File: config.mk
export PLATFORM = sky130hd
export DESIGN_NAME = mrs_guard
export DESIGN_NICKNAME = d
export VERILOG_FILES = /design/src/rtl/mrs_guard_pkg.sv /design/src/rtl/mrs_delay_cnt.sv /design/src/rtl/mrs_precheck.sv /design/src/rtl/mrs_bus_reg.sv /design/src/rtl/mrs_guard.sv
export SDC_FILE = /design/constraint.sdc
export NUM_CORES = 1
export LEC_CHECK = 0
export ABC_CLOCK_PERIOD_IN_PS = 2100
export BUFFER_PORTS_ARGS = -buffer_cell sky130_fd_sc_hd__buf_4
export CORE_UTILIZATION = 35
export DETAILED_ROUTE_END_ITERATION = 7
export SETUP_SLACK_MARGIN = 0.05
export SYNTH_ARGS = -nofsm -noshare
export SYNTH_HDL_FRONTEND = slang
export SYNTH_HIERARCHICAL = 1
export SYNTH_SLANG_ARGS = --single-unit
File: constraint.sdc
create_clock -name clk -period 2.1 [get_ports clk]
set_input_delay 0.42 -clock clk [delete_from_list [all_inputs] [get_ports clk]]
set_output_delay 0.42 -clock clk [all_outputs]
set_load 0.03 [all_outputs]
File: src/rtl/mrs_guard_pkg.sv
package mrs_guard_pkg;
  typedef logic [3:0] cmd_t;

  // {cs_n, ras_n, cas_n, we_n}
  localparam cmd_t CMD_DES = 4'b1111;
  localparam cmd_t CMD_NOP = 4'b0111;
  localparam cmd_t CMD_MRS = 4'b0000;

  localparam int NUM_DLY = 2;
  localparam int DLY_MOD = 0;
  localparam int DLY_PDEN = 1;

  function automatic logic cmd_is_quiet(cmd_t c);
    return c[3] || (c == CMD_NOP);
  endfunction
endpackage

File: src/rtl/mrs_delay_cnt.sv
module mrs_delay_cnt #(
  parameter int CW = 8
) (
  input  logic          clk,
  input  logic          rst,
  input  logic          load,
  input  logic [CW-1:0] len,
  output logic          active,
  output logic          last
);
  logic [CW-1:0] cnt;
  logic [CW-1:0] start_val;

  // A programmed length of zero behaves as one cycle
  assign start_val = (len == '0) ? '0 : len - CW'(1);

  always_ff @(posedge clk) begin
    if (rst) begin
      active <= 1'b0;
      cnt    <= '0;
    end else if (load) begin
      active <= 1'b1;
      cnt    <= start_val;
    end else if (active) begin
      if (cnt == '0) begin
        active <= 1'b0;
      end else begin
        cnt <= cnt - CW'(1);
      end
    end
  end

  assign last = active && (cnt == '0);
endmodule

File: src/rtl/mrs_precheck.sv
module mrs_precheck #(
  parameter int NB = 8
) (
  input  logic [NB-1:0] bank_idle,
  input  logic          burst_active,
  output logic          ok
);
  logic [NB:0] chain;

  assign chain[0] = 1'b1;
  for (genvar b = 0; b < NB; b++) begin : g_bank
    assign chain[b+1] = chain[b] & bank_idle[b];
  end

  assign ok = chain[NB] & ~burst_active;
endmodule

File: src/rtl/mrs_bus_reg.sv
module mrs_bus_reg
  import mrs_guard_pkg::*;
#(
  parameter int AW  = 14,
  parameter int BAW = 3
) (
  input  logic           clk,
  input  logic           rst,
  input  cmd_t           nxt_cmd,
  input  logic [BAW-1:0] nxt_ba,
  input  logic [AW-1:0]  nxt_addr,
  input  logic           nxt_odt,
  input  logic           nxt_cke,
  output cmd_t           bus_cmd,
  output logic [BAW-1:0] bus_ba,
  output logic [AW-1:0]  bus_addr,
  output logic           bus_odt,
  output logic           bus_cke
);
  always_ff @(posedge clk) begin
    if (rst) begin
      bus_cmd  <= CMD_DES;
      bus_ba   <= '0;
      bus_addr <= '0;
      bus_odt  <= 1'b0;
      bus_cke  <= 1'b1;
    end else begin
      bus_cmd  <= nxt_cmd;
      bus_ba   <= nxt_ba;
      bus_addr <= nxt_addr;
      bus_odt  <= nxt_odt;
      bus_cke  <= nxt_cke;
    end
  end
endmodule

File: src/rtl/mrs_guard.sv
module mrs_guard
  import mrs_guard_pkg::*;
#(
  parameter int NB  = 8,
  parameter int BAW = 3,
  parameter int AW  = 14,
  parameter int CW  = 8
) (
  input  logic           clk,
  input  logic           rst,
  input  logic [CW-1:0]  cfg_tmod,
  input  logic [CW-1:0]  cfg_tpden,
  input  logic [NB-1:0]  bank_idle,
  input  logic           burst_active,
  input  logic           mrs_req,
  input  logic [BAW-1:0] mrs_ba,
  input  logic [AW-1:0]  mrs_op,
  output logic           mrs_ready,
  input  logic           cmd_valid,
  input  logic [3:0]     cmd_code,
  input  logic [BAW-1:0] cmd_ba,
  input  logic [AW-1:0]  cmd_addr,
  input  logic           cmd_force,
  output logic           cmd_ready,
  input  logic           odt_req,
  input  logic           cke_req,
  output logic [3:0]     bus_cmd,
  output logic [BAW-1:0] bus_ba,
  output logic [AW-1:0]  bus_addr,
  output logic           bus_odt,
  output logic           bus_cke,
  output logic           mode_busy,
  output logic           mode_done,
  output logic           force_viol
);
  logic               pre_ok;
  logic               grant;
  logic               closed;
  logic               cmd_go;
  logic [CW-1:0]      dly_len [NUM_DLY];
  logic [NUM_DLY-1:0] dly_act;
  logic [NUM_DLY-1:0] dly_last;
  logic [NUM_DLY-1:0] dly_hold;

  cmd_t           nxt_cmd;
  logic [BAW-1:0] nxt_ba;
  logic [AW-1:0]  nxt_addr;
  logic           nxt_odt;
  logic           nxt_cke;

  mrs_precheck #(.NB(NB)) u_pre (
    .bank_idle    (bank_idle),
    .burst_active (burst_active),
    .ok           (pre_ok)
  );

  assign dly_len[DLY_MOD]  = cfg_tmod;
  assign dly_len[DLY_PDEN] = cfg_tpden;

  for (genvar d = 0; d < NUM_DLY; d++) begin : g_dly
    mrs_delay_cnt #(.CW(CW)) u_cnt (
      .clk    (clk),
      .rst    (rst),
      .load   (grant),
      .len    (dly_len[d]),
      .active (dly_act[d]),
      .last   (dly_last[d])
    );
    assign dly_hold[d] = dly_act[d] & ~dly_last[d];
  end

  assign closed    = dly_hold[DLY_MOD];
  assign grant     = mrs_req && pre_ok && !closed;
  assign mrs_ready = grant;
  assign cmd_ready = !closed && !grant;
  assign cmd_go    = cmd_valid && cmd_ready;

  always_comb begin
    nxt_cmd  = CMD_DES;
    nxt_ba   = '0;
    nxt_addr = '0;
    if (grant) begin
      nxt_cmd  = CMD_MRS;
      nxt_ba   = mrs_ba;
      nxt_addr = mrs_op;
    end else if (closed) begin
      nxt_cmd  = CMD_NOP;
    end else if (cmd_go) begin
      nxt_cmd  = cmd_code;
      nxt_ba   = cmd_ba;
      nxt_addr = cmd_addr;
    end
  end

  assign nxt_odt = odt_req && !grant && !closed;
  assign nxt_cke = cke_req || grant || dly_hold[DLY_PDEN];

  mrs_bus_reg #(.AW(AW), .BAW(BAW)) u_bus (
    .clk      (clk),
    .rst      (rst),
    .nxt_cmd  (nxt_cmd),
    .nxt_ba   (nxt_ba),
    .nxt_addr (nxt_addr),
    .nxt_odt  (nxt_odt),
    .nxt_cke  (nxt_cke),
    .bus_cmd  (bus_cmd),
    .bus_ba   (bus_ba),
    .bus_addr (bus_addr),
    .bus_odt  (bus_odt),
    .bus_cke  (bus_cke)
  );

  assign mode_busy = dly_act[DLY_MOD];

  always_ff @(posedge clk) begin
    if (rst) begin
      mode_done  <= 1'b0;
      force_viol <= 1'b0;
    end else begin
      mode_done  <= dly_last[DLY_MOD] && !grant;
      if (cmd_valid && cmd_force && closed && !cmd_is_quiet(cmd_code)) begin
        force_viol <= 1'b1;
      end
    end
  end
endmodule

Word-level counts from Yosys, hierarchy flattened
Cells that the tools add are included.
{ "op_classes": {"n_mux": 23, "n_eq_ne": 3, "addsub": 4, "n_reduce_logical": 26, "bitwise": 13} }
{ "ops": {"columns": ["operator", "count"], "rows": [
  ["$mux 8", 8],
  ["$mux 14", 3],
  ["$logic_not 8->1", 4],
  ["$sub 8x1->8 const B", 4],
  ["$logic_and 1x1->1", 12],
  ["$mux 4", 3],
  ["$and 1x1->1", 10],
  ["$mux 3", 3],
  ["$mux 1", 6],
  ["$eq 4x3->1 const B", 1],
  ["$ne 2x2->1 const B", 2],
  ["$reduce_and 2->1", 2],
  ["$reduce_bool 2->1", 2],
  ["$logic_not 1->1", 3],
  ["$logic_or 1x1->1", 3],
  ["$not 1->1", 3]
]} }
{ "totals": {"output_inout_bits": 28, "ff_bits": 43, "input_bits": 70, "elab_cells": 80} }

Logic depth before layout (Yosys ltp)
Gate-level depths: netlist of the first run.
{ "depth": {"depth_word": 16, "mapped_depth": 10, "ltp_nobuf": 9} }

Modules after synthesis
Netlist of the first run, hierarchy kept.
{ "by_module_without_submodules": {"columns": ["module", "area_each_um2", "n_inst", "cells_each", "seq_area_each_um2"], "rows": [
  ["mrs_delay_cnt", 666.9, 2, 79, 180.2],
  ["mrs_bus_reg", 624.3, 1, 48, 460.4],
  ["mrs_guard", 366.6, 1, 45, 40.0],
  ["mrs_precheck", 27.5, 1, 4, 0.0]
]} }

Worst setup path before layout of the first run
OpenSTA, ideal clock, no wires.
{ "synth_path": {"path_kind": "register to output", "from": "register g_dly[0].u_cnt.cnt[0]", "to": "output port cmd_ready", "path_buffers": 0, "setup_slack_ps": -199, "arrival_ps": 1879, "t_required_ps": 1680, "stages_incl_launch_ff": 7, "path_cell_list": "dfxtp_1 inv_1 ha_1 nor3b_1 and3_1 nor2b_2 a21oi_1"} }
{ "synth_via": {"elab_chain_cells": 8} }
{ "synth_rtl": {"columns": ["element", "line_no", "text"], "rows": [
  ["start, declared", "mrs_delay_cnt.sv:11", "logic [CW-1:0] cnt;"],
  ["start signal, assigned", "mrs_delay_cnt.sv:23", "cnt <= start_val;"],
  ["start signal, assigned", "mrs_delay_cnt.sv:28", "cnt <= cnt - CW'(1);"],
  ["$logic_not 8->1 *", "mrs_delay_cnt.sv:33", "assign last = active && (cnt == '0);"],
  ["$logic_and 1x1->1 *", "mrs_delay_cnt.sv:33", null],
  ["named net dly_last[0]", "mrs_guard.sv:42", "logic [NUM_DLY-1:0] dly_last;"],
  ["$not 1->1 *", "mrs_guard.sv:69", "assign dly_hold[d] = dly_act[d] & ~dly_last[d];"],
  ["$and 1x1->1 *", "mrs_guard.sv:69", null],
  ["$logic_not 1->1 *", "mrs_guard.sv:73, mrs_guard.sv:75", null],
  ["$logic_and 1x1->1", "mrs_guard.sv:73", "assign grant = mrs_req && pre_ok && !closed;"],
  ["$logic_not 1->1", "mrs_guard.sv:75", "assign cmd_ready = !closed && !grant;"],
  ["$logic_and 1x1->1 *", "mrs_guard.sv:75", null],
  ["end, declared", "mrs_guard.sv:24", "output logic cmd_ready,"]
]} }
The timed path passes the listed nets; every way through them passes the cells marked *.

Final worst setup path of the first run
Ends and elaborated chain as after synthesis.

==> results of run 1 <==
[cells by family after synthesis]
logic type / share of synthesized area [%]
flops: 36.6
compound gates: 20.1
simple gates: 25.9
fa+ha+maj: 4.26
mux: 5.21
buf+inv: 5.80
xor+xnor: 2.23
[through the flow]
step | cell area, sq um | setup TNS (ps)
after CTS | 3520 | 0
after floorplan | 2370 | 0
final | 3530 | 0
after global routing | 3530 | -52.2
after global placement | 3260 | 0
after detailed placement | 3260 | 0
[registers in the layout, indices dropped and copies added, names as in the netlist]
name	count
u_bus/bus_ba	3
force_viol	1
u_bus/bus_cmd	4
mode_done	1
u_bus/bus_addr	14
g_dly.u_cnt/active	2
u_bus/bus_cke	1
u_bus/bus_odt	1
g_dly.u_cnt/cnt	16
[cell usage after synthesis (3+ instances only)]
master	n	area share (%)
dfxtp_1	43	37
inv_1	20	3.2
nor2b_1	19	5.1
nor2_1	18	2.9
a22o_1	17	6.3
a21oi_1	14	3.0
mux2i_1	10	4.3
o22ai_1	10	2.7
a211oi_1	8	2.6
ha_1	8	4.3
nor3_1	8	1.7
or2_1	7	1.9
xnor2_1	6	2.2
buf_6	5	2.4
nand2_1	5	0.80
and3_1	4	1.1
nand3b_1	4	1.3
o21ai_0	4	0.85
and2b_1	3	0.96
nand2b_1	3	0.80
nor4_2	3	1.6
[worst reg2reg max path, cell delays in order (launching register included)]
cell and delay, ps:
dfxtp_2 340, inv_2 50, ha_4 150, nor3b_4 140
and3_4 190, nor2b_4 150, nor2_4 50, buf_4 150
buf_16 150, a211o_2 290, or2_1 190
[where the power goes]
group	internal [mW]	switching (mW)	total [mW]
Clock	0.475	0.286	0.761
Combinational	0.156	0.128	0.284
Sequential	0.833	0.00519	0.838
Total	1.46	0.419	1.88
[layer usage]
layer	global-route usage [%]	vias up	wire [um]
met5	0	-	0
met4	6.11	0	78
met3	4.06	9	497
met2	28.4	88	2680
met1	23.7	1018	2790
li1	-	1168	-
[final cells by class]
class | instances | area [sq um]
clock buffers | 6 | 72.6
clock inverters | 2 | 60.1
fillers | 616 | 2890
inverters | 20 | 75.1
multi-input cells | 186 | 1410
flip-flops and latches | 43 | 865
well taps | 77 | 96.3
repair buffers | 121 | 960
[worst paths after layout]
| path | cells after the start | to | start | slack, ps |
|---|---|---|---|---|
| max reg2reg | 10 | u_bus/bus_cke | g_dly[0].u_cnt/cnt[0] | 140 |
| min | 2 | g_dly[0].u_cnt/cnt[0] | cfg_tmod[0] | 330 |
| min reg2reg | 1 | force_viol | force_viol | 480 |
| max | 8 | cmd_ready | g_dly[0].u_cnt/cnt[0] | 30 |
[what timing repair did]
| item | CTS | global route |
|---|---|---|
| buffers inserted | 7 | 1 |
| gates cloned | 1 | 0 |
| hold endpoints to repair | 0 | 0 |
| resized for setup | 13 | 4 |
| hold buffers | 0 | 0 |
| pin swaps | 4 | 2 |
| endpoints found under the setup margin | 2 | 11 |
==> qor.yml, run 1 <==
status: "complete, but fails checks"
violations: "design-rule violations"
start_kind: "flop"
core_area_sq_um: 6420
numClockSinks: 43
fin_cells: 455
yosysSeqAreaShare_pct: 36.6
slew_headroom_pct: 65.2
io_pins: 98
place_congestion: 0.811
synth_area_sq_um: 2350
portBuffers: 97
final_common_cell: "buf_4"
drt_iter0_markers: 90
skew_ps: 5.16
rows: 29
cts_tree: "yes"
grt_max_degree: 37
syn_avg_cell_area_sq_um: 9.22
max_cap_violations: 0
synthesis.nets: 333
antenna_found_initial: 0
arrival_ps: 1650
crit_buf_inv: 3
ctsLongestPathBuffers: 2
wl_per_cell_um: 13.3
p_total_mw: 1.88
ir_worst_vdd_v: 0.000329
vias_per_cell: 5.02
cp_max_fo: 2
utilization_pct: 55.0
crit_top_cell: "buf_6"
synthCells: 255
dp_hpwl_um: 4300
hold_violations: 0
fp.dieH_um: 84.0
layout_min_cycle_time_ps: 2070
final_nets: 455
crit_type: "reg2out"
n_antenna_cell: 0
drv_slew: 0
p_leak_nw: 1.60
final_cell_mix: "115 x buf_4, 40 x dfxtp_1, 19 x nor2b_1"
crit_family: "simple AND/OR/NAND/NOR gates"
end_kind: "output pin"
yosys_warnings: 6
grt-ovfl-total: 0
hold_slack_ps: 331
dp.cells: 438
start_util_pct: 36.6
cts_made_buffers: 5
fmax_mhz: 483
ys_ff_latch: 43
setup_viol: 0
cp.required_ps: 1680
gr-usage-all-layers_pct: 17.8
grt_pass1_vias: 2245
synth_cell_type_count: 43
die_w_um: 84.0
power_density_nw_per_um2: 533
min_path_type: "in2reg"
htreeDepth: 2
crit_chain: "inv_2 > ha_4 > nor3b_4 > and3_4 > nor2b_4 > buf_6 > a21oi_4 > buf_6"
drive_gt1_share_pct: 41.5
drc: 30
crit_slowest_cell: "dfxtp_2"
dr_total_vias: 2283
max_stage_delay_ps: 330
post-place-ws_ps: 60.4
clkLatencyLatePin_ps: 300
post-route-period-util_pct: 98.6
ant_nets: 0
synthFlopType: "dfxtp_1"
setup_slack_ps: 30.1
synth_edf_count: 0
area_delta_synth_final_pct: 50.2
path_clk_slew_ps: 80
dr.pass1.iters: 6
async_flop_share_pct: 0
worst_pin_slew_ps: 519
dieArea_sq_um: 7050
routed_wirelength_um: 6040
rsz0062_at_grt: "true"
grt_first_pass_wirelength_um: 10100
cts_root_buf: "clkbuf_8"
(Power assumes the default switching activity.)
==> run 2, diff against run 1 <==
--- a/config.mk
+++ b/config.mk
@@ -5,12 +5,11 @@
 export SDC_FILE = /design/constraint.sdc
 export NUM_CORES = 1
 export LEC_CHECK = 0
-export ABC_CLOCK_PERIOD_IN_PS = 2100
+export ABC_CLOCK_PERIOD_IN_PS = 1900
 export BUFFER_PORTS_ARGS = -buffer_cell sky130_fd_sc_hd__buf_4
 export CORE_UTILIZATION = 35
 export DETAILED_ROUTE_END_ITERATION = 7
 export SETUP_SLACK_MARGIN = 0.05
 export SYNTH_ARGS = -nofsm -noshare
 export SYNTH_HDL_FRONTEND = slang
-export SYNTH_HIERARCHICAL = 1
 export SYNTH_SLANG_ARGS = --single-unit
==> constraint.sdc (replaced) <==
create_clock -name clk -period 1.9 [get_ports clk]
set_input_delay 0.38 -clock clk [delete_from_list [all_inputs] [get_ports clk]]
set_output_delay 0.38 -clock clk [all_outputs]
set_load 0.03 [all_outputs]
==> qor.yml, run 2 <==
async_flop_share_pct: 0  # unchanged
io_pins: 98  # unchanged
synth_area_sq_um: 2200  # -6.3%
core_area_sq_um: 5990  # -6.7%
p_int_mw: 1.38  # -5.8%
finish.instance_area_sq_um: 3620  # +2.5%
yosysSeqAreaShare_pct: 39.1  # +2.5 points
place_congestion: 0.850  # +4.8%
synthMostInstantiatedCell: "dfxtp_1"
cts_root_buf: "clkbuf_8"
skew_ps: 7.53  # +2.37 ps
fin_cells: 463  # +1.8%
die_w_um: 81.3  # -3.1%
min_path_cells: 3  # +1
ant_nets: 0  # unchanged
clkLatencyLatePin_ps: 300  # about the same
share_comb_of_total_power_pct: 17.5  # +2.4 points
violations: "negative setup slack"
ctsLongestPathBuffers: 2  # unchanged
min_path_type: "in2reg"
syn_avg_cell_area_sq_um: 8.51  # -7.8%
numClockSinks: 43  # unchanged
whs_endpoint: "u_bus.bus_cke"
hold_start: "cke_req"
gr-usage-all-layers_pct: 19.6  # +1.8 points
final_nets: 463  # +1.8%
portBuffers: 97  # unchanged
htreeDepth: 2  # unchanged
post-place-ws_ps: -143  # -204 ps
end_kind: "output pin"
synth_largest_area_cell: "dfxtp_1"
fillCellCount: 537  # -13%
r2r_slack_ps: -240  # -380 ps
area.sequential_sq_um: 863  # -0.14%
crit_type: "reg2out"
wl_per_cell_um: 14.1  # +6.1%
rsz0062_at_grt: "true"
fmax_mhz: 452
arrival_ps: 1830  # +180 ps
post-route-period-util_pct: 116
cp.required_ps: 1520  # -160 ps
drv_slew: 0  # unchanged
synthFlopType: "dfxtp_1"
final_common_cell: "buf_4"
slew_headroom_pct: 68.8  # +3.6 points
cp_max_fo: 3  # +1
setup_viol: 33  # +33
top_register: "g_dly.u_cnt.cnt"
synth_cell_type_count: 55  # +28%
path_clk_slew_ps: 80  # about the same
grt_first_pass_wirelength_um: 9830  # -3.1%
rows: 28  # -3.4%
rr_startpoint: "g_dly[0].u_cnt.cnt[0]"
synth_commonest_cells: "43 x dfxtp_1, 42 x nor2_1, 17 x a22oi_1"
area_delta_synth_final_pct: 64.4
cts_tree: "yes"
synthTopCellsByArea: "dfxtp_1 39%, nor2_1 7.2%, a22oi_1 5.8%"
grt_pass1_vias: 2079  # -7.4%
utilization_pct: 60.5  # +5.4 points
synthCells: 259  # +1.6%
start_kind: "flop"
synth_top_area_share_pct: 39.1  # +2.5 points
power_density_nw_per_um2: 508  # -4.7%
swShare_pct: 25.1  # +2.8 points
hold_buffers: 0  # unchanged
switchingPower_mw: 0.461  # +10%
top_regs: "g_dly.u_cnt.cnt (16), u_bus.bus_addr (14), u_bus.bus_cmd (4)"
worst_pin_slew_ps: 468  # -50.7 ps
hold_violations: 0  # unchanged
placed_area_sq_um: 3190  # -2.2%
fp.dieH_um: 81.3  # -3.1%
drive_gt1_share_pct: 47.4  # +5.9 points
start_util_pct: 36.8  # +0.15 points
cts_made_buffers: 5  # unchanged
largest_reg_flops: 16  # unchanged
n_antenna_cell: 0  # unchanged
clockPowerShare_pct: 32.1  # -8.3 points
final_cell_mix: "118 x buf_4, 41 x dfxtp_1, 40 x nor2_1"
synthesis.nets: 334  # +0.30%
dr_total_vias: 2327  # +1.9%
drt_iter0_markers: 73  # -19%
setup_slack_ps: -312  # -342 ps
dp_hpwl_um: 4680  # +8.8%
multi_input_comb_area_sq_um: 1350  # -3.8%
status: "complete, but fails checks"
synth_edf_count: 0  # unchanged
yosys_warnings: 0  # -6
p_seq_share_pct: 50.3  # +5.8 points
routed_wirelength_um: 6530  # +8.0%
max_cap_violations: 0  # unchanged
ff2ff_path_depth: 10  # unchanged
antenna_found_initial: 0  # unchanged
drc: 0  # -100%
dieArea_sq_um: 6620  # -6.2%
grt_max_degree: 44  # +19%
ys_ff_latch: 43  # unchanged
dp.cells: 442  # +0.91%
dr.pass1.iters: 4  # -2
ir_worst_vdd_v: 0.000328  # -0.30%
vias_per_cell: 5.03  # +0.17%
layout_min_cycle_time_ps: 2210
p_leak_nw: 1.60  # -0.21%
p_total_mw: 1.84  # -2.3%
regToRegEndpoint: "g_dly[1].u_cnt.cnt[1]"
grt-ovfl-total: 0  # unchanged
-- run 2: cells by family (layout without fill, tap and decap cells) --
| family | count (synthesis) | after routing | share of synthesized area, % |
|---|---|---|---|
| buffers and inverters | 28 | 157 | 5.62 |
| DFF | 43 | 43 | 39.1 |
| xor gates and xnor gates | 11 | 11 | 4.37 |
| adders and majority gates | 5 | 5 | 2.84 |
| and+or+nand+nor | 105 | 105 | 25.2 |
| muxes | 5 | 5 | 2.33 |
| AOI/OAI and AO/OA | 62 | 62 | 20.6 |
-- run 2: timing repair --
| item | CTS | global route |
|---|---|---|
| setup endpoints to repair | 31 | 41 |
| pin swaps | 4 | 22 |
| setup buffers | 5 | 9 |
| cloned | 2 | 0 |
| resized for setup | 10 | 37 |
-- run 2: metal layers --
metal  share of wire [%]  vias up  wire [um]  global-route usage (%)
li1                    -     1182          -                       -
met1                  46     1042       3020                    26.4
met2                  43       98       2830                    30.3
met3                 9.2        5        602                    5.39
met4                 1.1        0         69                    5.89
met5                   0        -          0                       0
-- run 2: per-stage QoR --
| stage | TNS, ps | hold slack [ps] |
|---|---|---|
| after global placement | -1820 | 453 |
| final | -4570 | 278 |
| after global routing | -8130 | 291 |
| after CTS | -3750 | 276 |
| after floorplan | -52.4 | 465 |
| after detailed placement | -2780 | 477 |
-- run 2: power by group through the flow --
stage	logic, mW	registers (mW)	clock network [mW]
global placement	0.299	0.948	0
finish	0.323	0.926	0.592
detailed placement	0.299	0.948	0
global route	0.347	0.928	0.643
floorplan	0.0807	0.989	0
CTS	0.312	0.926	0.613
-- run 2: how the worst max path moves through the flow --
stage / start / end / slack [ps] / cells past startpoint
6_report: g_dly[0].u_cnt.cnt[0] / mrs_ready / -310 / 8
5_1_grt: g_dly[0].u_cnt.cnt[0] / mrs_ready / -400 / 8
4_1_cts: g_dly[0].u_cnt.cnt[1] / mrs_ready / -350 / 8
3_5_place_dp: bank_idle[7] / mrs_ready / -140 / 6
3_3_place_gp: bank_idle[7] / g_dly[0].u_cnt.cnt[0] / -120 / 6
2_1_floorplan: g_dly[0].u_cnt.cnt[1] / mrs_ready / -40 / 8
-- run 2: critical path, stage by stage, from the launching register on --
cell	delay, ps
dfxtp_2	330
inv_2	60
ha_4	120
or4b_4	480
o21ai_4	170
buf_6	120
nand2b_4	70
inv_8	60
buf_6	120
-- run 2: layout make-up --
cell class | count | area share, %
multi-input cells | 188 | 37.3
repair buffers | 137 | 32.3
flip-flops and latches | 43 | 23.8
well taps | 75 | 2.59
clock buffers | 6 | 2.28
inverters | 13 | 1.55
clock inverters | 1 | 0.138
==> run 3, diff against run 2 <==
--- a/config.mk
+++ b/config.mk
@@ -5,10 +5,12 @@
 export SDC_FILE = /design/constraint.sdc
 export NUM_CORES = 1
 export LEC_CHECK = 0
-export ABC_CLOCK_PERIOD_IN_PS = 1900
+export ABC_CLOCK_PERIOD_IN_PS = 2600
 export BUFFER_PORTS_ARGS = -buffer_cell sky130_fd_sc_hd__buf_4
 export CORE_UTILIZATION = 35
+export CTS_CLUSTER_DIAMETER = 30
 export DETAILED_ROUTE_END_ITERATION = 7
+export PLACE_DENSITY_LB_ADDON = 0.3
 export SETUP_SLACK_MARGIN = 0.05
 export SYNTH_ARGS = -nofsm -noshare
 export SYNTH_HDL_FRONTEND = slang
==> constraint.sdc (replaced) <==
create_clock -name clk -period 2.6 [get_ports clk]
set_input_delay 0.52 -clock clk [delete_from_list [all_inputs] [get_ports clk]]
set_output_delay 0.52 -clock clk [all_outputs]
set_load 0.03 [all_outputs]
==> qor.yml, run 3 (same netlist as run 2, synthesis figures left out) <==
dp_hpwl_um: 4350  # -7.0%
fmax_mhz: 405
min_path_cells: 3  # unchanged
finalSetupTns_ps: 0  # +4570 ps
drive_gt1_share_pct: 35.7  # -12 points
numClockSinks: 43  # unchanged
grt_pass1_vias: 2107  # +1.3%
max_stage_delay_ps: 480  # about the same
status: "completed"
htreeDepth: 2  # unchanged
hold_violations: 0  # unchanged
routed_wirelength_um: 5870  # -10%
cts_made_buffers: 5  # unchanged
area_delta_synth_final_pct: 42.1
end_kind: "output pin"
slew_headroom_pct: 69.3  # +0.46 points
rows: 28  # unchanged
p_total_mw: 1.30  # -29%
grt_max_degree: 44  # unchanged
start_util_pct: 36.8  # unchanged
dr_total_vias: 2240  # -3.7%
top_register: "g_dly.u_cnt.cnt"
post-route-period-util_pct: 94.9
arrival_ps: 1950  # +120 ps
path_clk_slew_ps: 80  # about the same
regToRegEndpoint: "g_dly[1].u_cnt.cnt[1]"
portBuffers: 97  # unchanged
p_leak_nw: 1.37  # -14%
dp.cells: 424  # -4.1%
top_regs: "g_dly.u_cnt.cnt (16), u_bus.bus_addr (14), u_bus.bus_cmd (4)"
hold_start: "cke_req"
power_density_nw_per_um2: 415  # -18%
whs_endpoint: "u_bus.bus_cke"
n_antenna_cell: 0  # unchanged
io_pins: 98  # unchanged
crit_buf_inv: 2  # -2
drt_iter0_markers: 127  # +74%
cp_max_fo: 5  # +2
wl_per_cell_um: 13.5  # -4.1%
place_congestion: 0.970  # +14%
die_w_um: 81.3  # unchanged
grt_first_pass_wirelength_um: 9460  # -3.8%
grt-ovfl-total: 0  # unchanged
start_kind: "flop"
gr-usage-all-layers_pct: 18.5  # -1.2 points
layout_min_cycle_time_ps: 2470
max_cap_violations: 0  # unchanged
core_area_sq_um: 5990  # unchanged
crit_chain: "inv_1 > ha_4 > or4b_4 > o21ai_4 > and2_4 > buf_4"
crit_type: "reg2out"
crit_family: "simple AND/OR/NAND/NOR gates"
utilization_pct: 52.3  # -8.2 points
setup_viol: 0  # -100%
rr_startpoint: "g_dly[0].u_cnt.cnt[0]"
drv_slew: 0  # unchanged
fp.dieH_um: 81.3  # unchanged
ff2ff_path_depth: 9  # -1
largest_reg_flops: 16  # unchanged
cp.required_ps: 2080  # +560 ps
final_cell_mix: "107 x buf_4, 42 x nor2_1, 42 x dfxtp_1"
rsz0062_at_grt: "false"
clkLatencyLatePin_ps: 290  # about the same
ir_worst_vdd_v: 0.000210  # -36%
ant_nets: 0  # unchanged
fin_cells: 434  # -6.3%
dieArea_sq_um: 6620  # unchanged
dr.pass1.iters: 4  # unchanged
min_path_type: "in2reg"
fillCellCount: 569  # +6.0%
cts_tree: "yes"
r2r_slack_ps: 330  # +570 ps
crit_slowest_cell: "or4b_4"
drc: 0  # unchanged
final_nets: 433  # -6.5%
vias_per_cell: 5.16  # +2.7%
cts_root_buf: "clkbuf_8"
final_common_cell: "buf_4"
antenna_found_initial: 0  # unchanged
skew_ps: 9.58  # +2.05 ps
worst_pin_slew_ps: 461  # -6.94 ps
ctsLongestPathBuffers: 2  # unchanged
-- run 3: changes by cell type in the layout (fill, tap and decap cells not counted), sizes merged --
cell      change
clkinvlp      +1
bufbuf        -1
buf          -29
-- run 3: final cells by class --
cell class	count	area, sq um	share of cell area (%)
clock inverter	2	12.5	0.400
multi-input combinational	188	1240	39.6
clock buffer	6	72.6	2.32
sequential	43	862	27.5
tap	75	93.8	3.00
timing repair buffer	107	803	25.6
inverter	13	48.8	1.56
-- run 3: routing by layer --
metal / vias to the layer above / wire length, um / part of all wire [%] / global-route usage, %
met2: 84 / 2620 / 45 / 29.8
met5: - / 0 / 0 / 0
met4: 0 / 77 / 1.3 / 6.43
li1: 1129 / - / - / -
met3: 9 / 557 / 9.5 / 3.71
met1: 1018 / 2620 / 45 / 24.3
-- run 3: timing repair --
action,4_1_cts,5_1_grt
pin swaps,1,1
endpoints found under the setup margin,1,2
resized for setup,1,4
hold buffers,0,0
setup buffers,0,2
-- run 3: worst max-delay path by stage --
stage,from,endpoint,slack [ps],depth (start not counted)
3_5_place_dp,bank_idle[7],g_dly[1].u_cnt.cnt[7],260,8
3_3_place_gp,bank_idle[7],mrs_ready,300,6
6_report,g_dly[0].u_cnt.cnt[0],cmd_ready,130,6
2_1_floorplan,bank_idle[7],mrs_ready,270,7
4_1_cts,g_dly[0].u_cnt.cnt[0],mrs_ready,60,7
5_1_grt,g_dly[0].u_cnt.cnt[0],cmd_ready,50,6
-- run 3: per-stage QoR --
stage	area (sq um)	hold WS (ps)	worst slack (ps)
after global placement	3010	452	300
after detailed placement	3010	469	263
after global routing	3130	443	51.5
after CTS	3100	424	56.1
final	3130	430	134
after floorplan	2200	465	271
-- run 3: where the power goes --
group	internal [mW]	total, mW	switching [mW]
combinational	0.114	0.213	0.0995
clock	0.188	0.410	0.222
sequential	0.673	0.677	0.00394
total	0.974	1.30	0.325
-- run 3: worst reg2reg max path, cell delays in order, from the launching register on --
cell and delay [ps]:
dfxtp_2 340, inv_1 90, ha_4 160, or4b_4 480
o21ai_4 250, nand2b_4 90, buf_4 170, buf_4 160
or3_1 350, a21oi_1 120
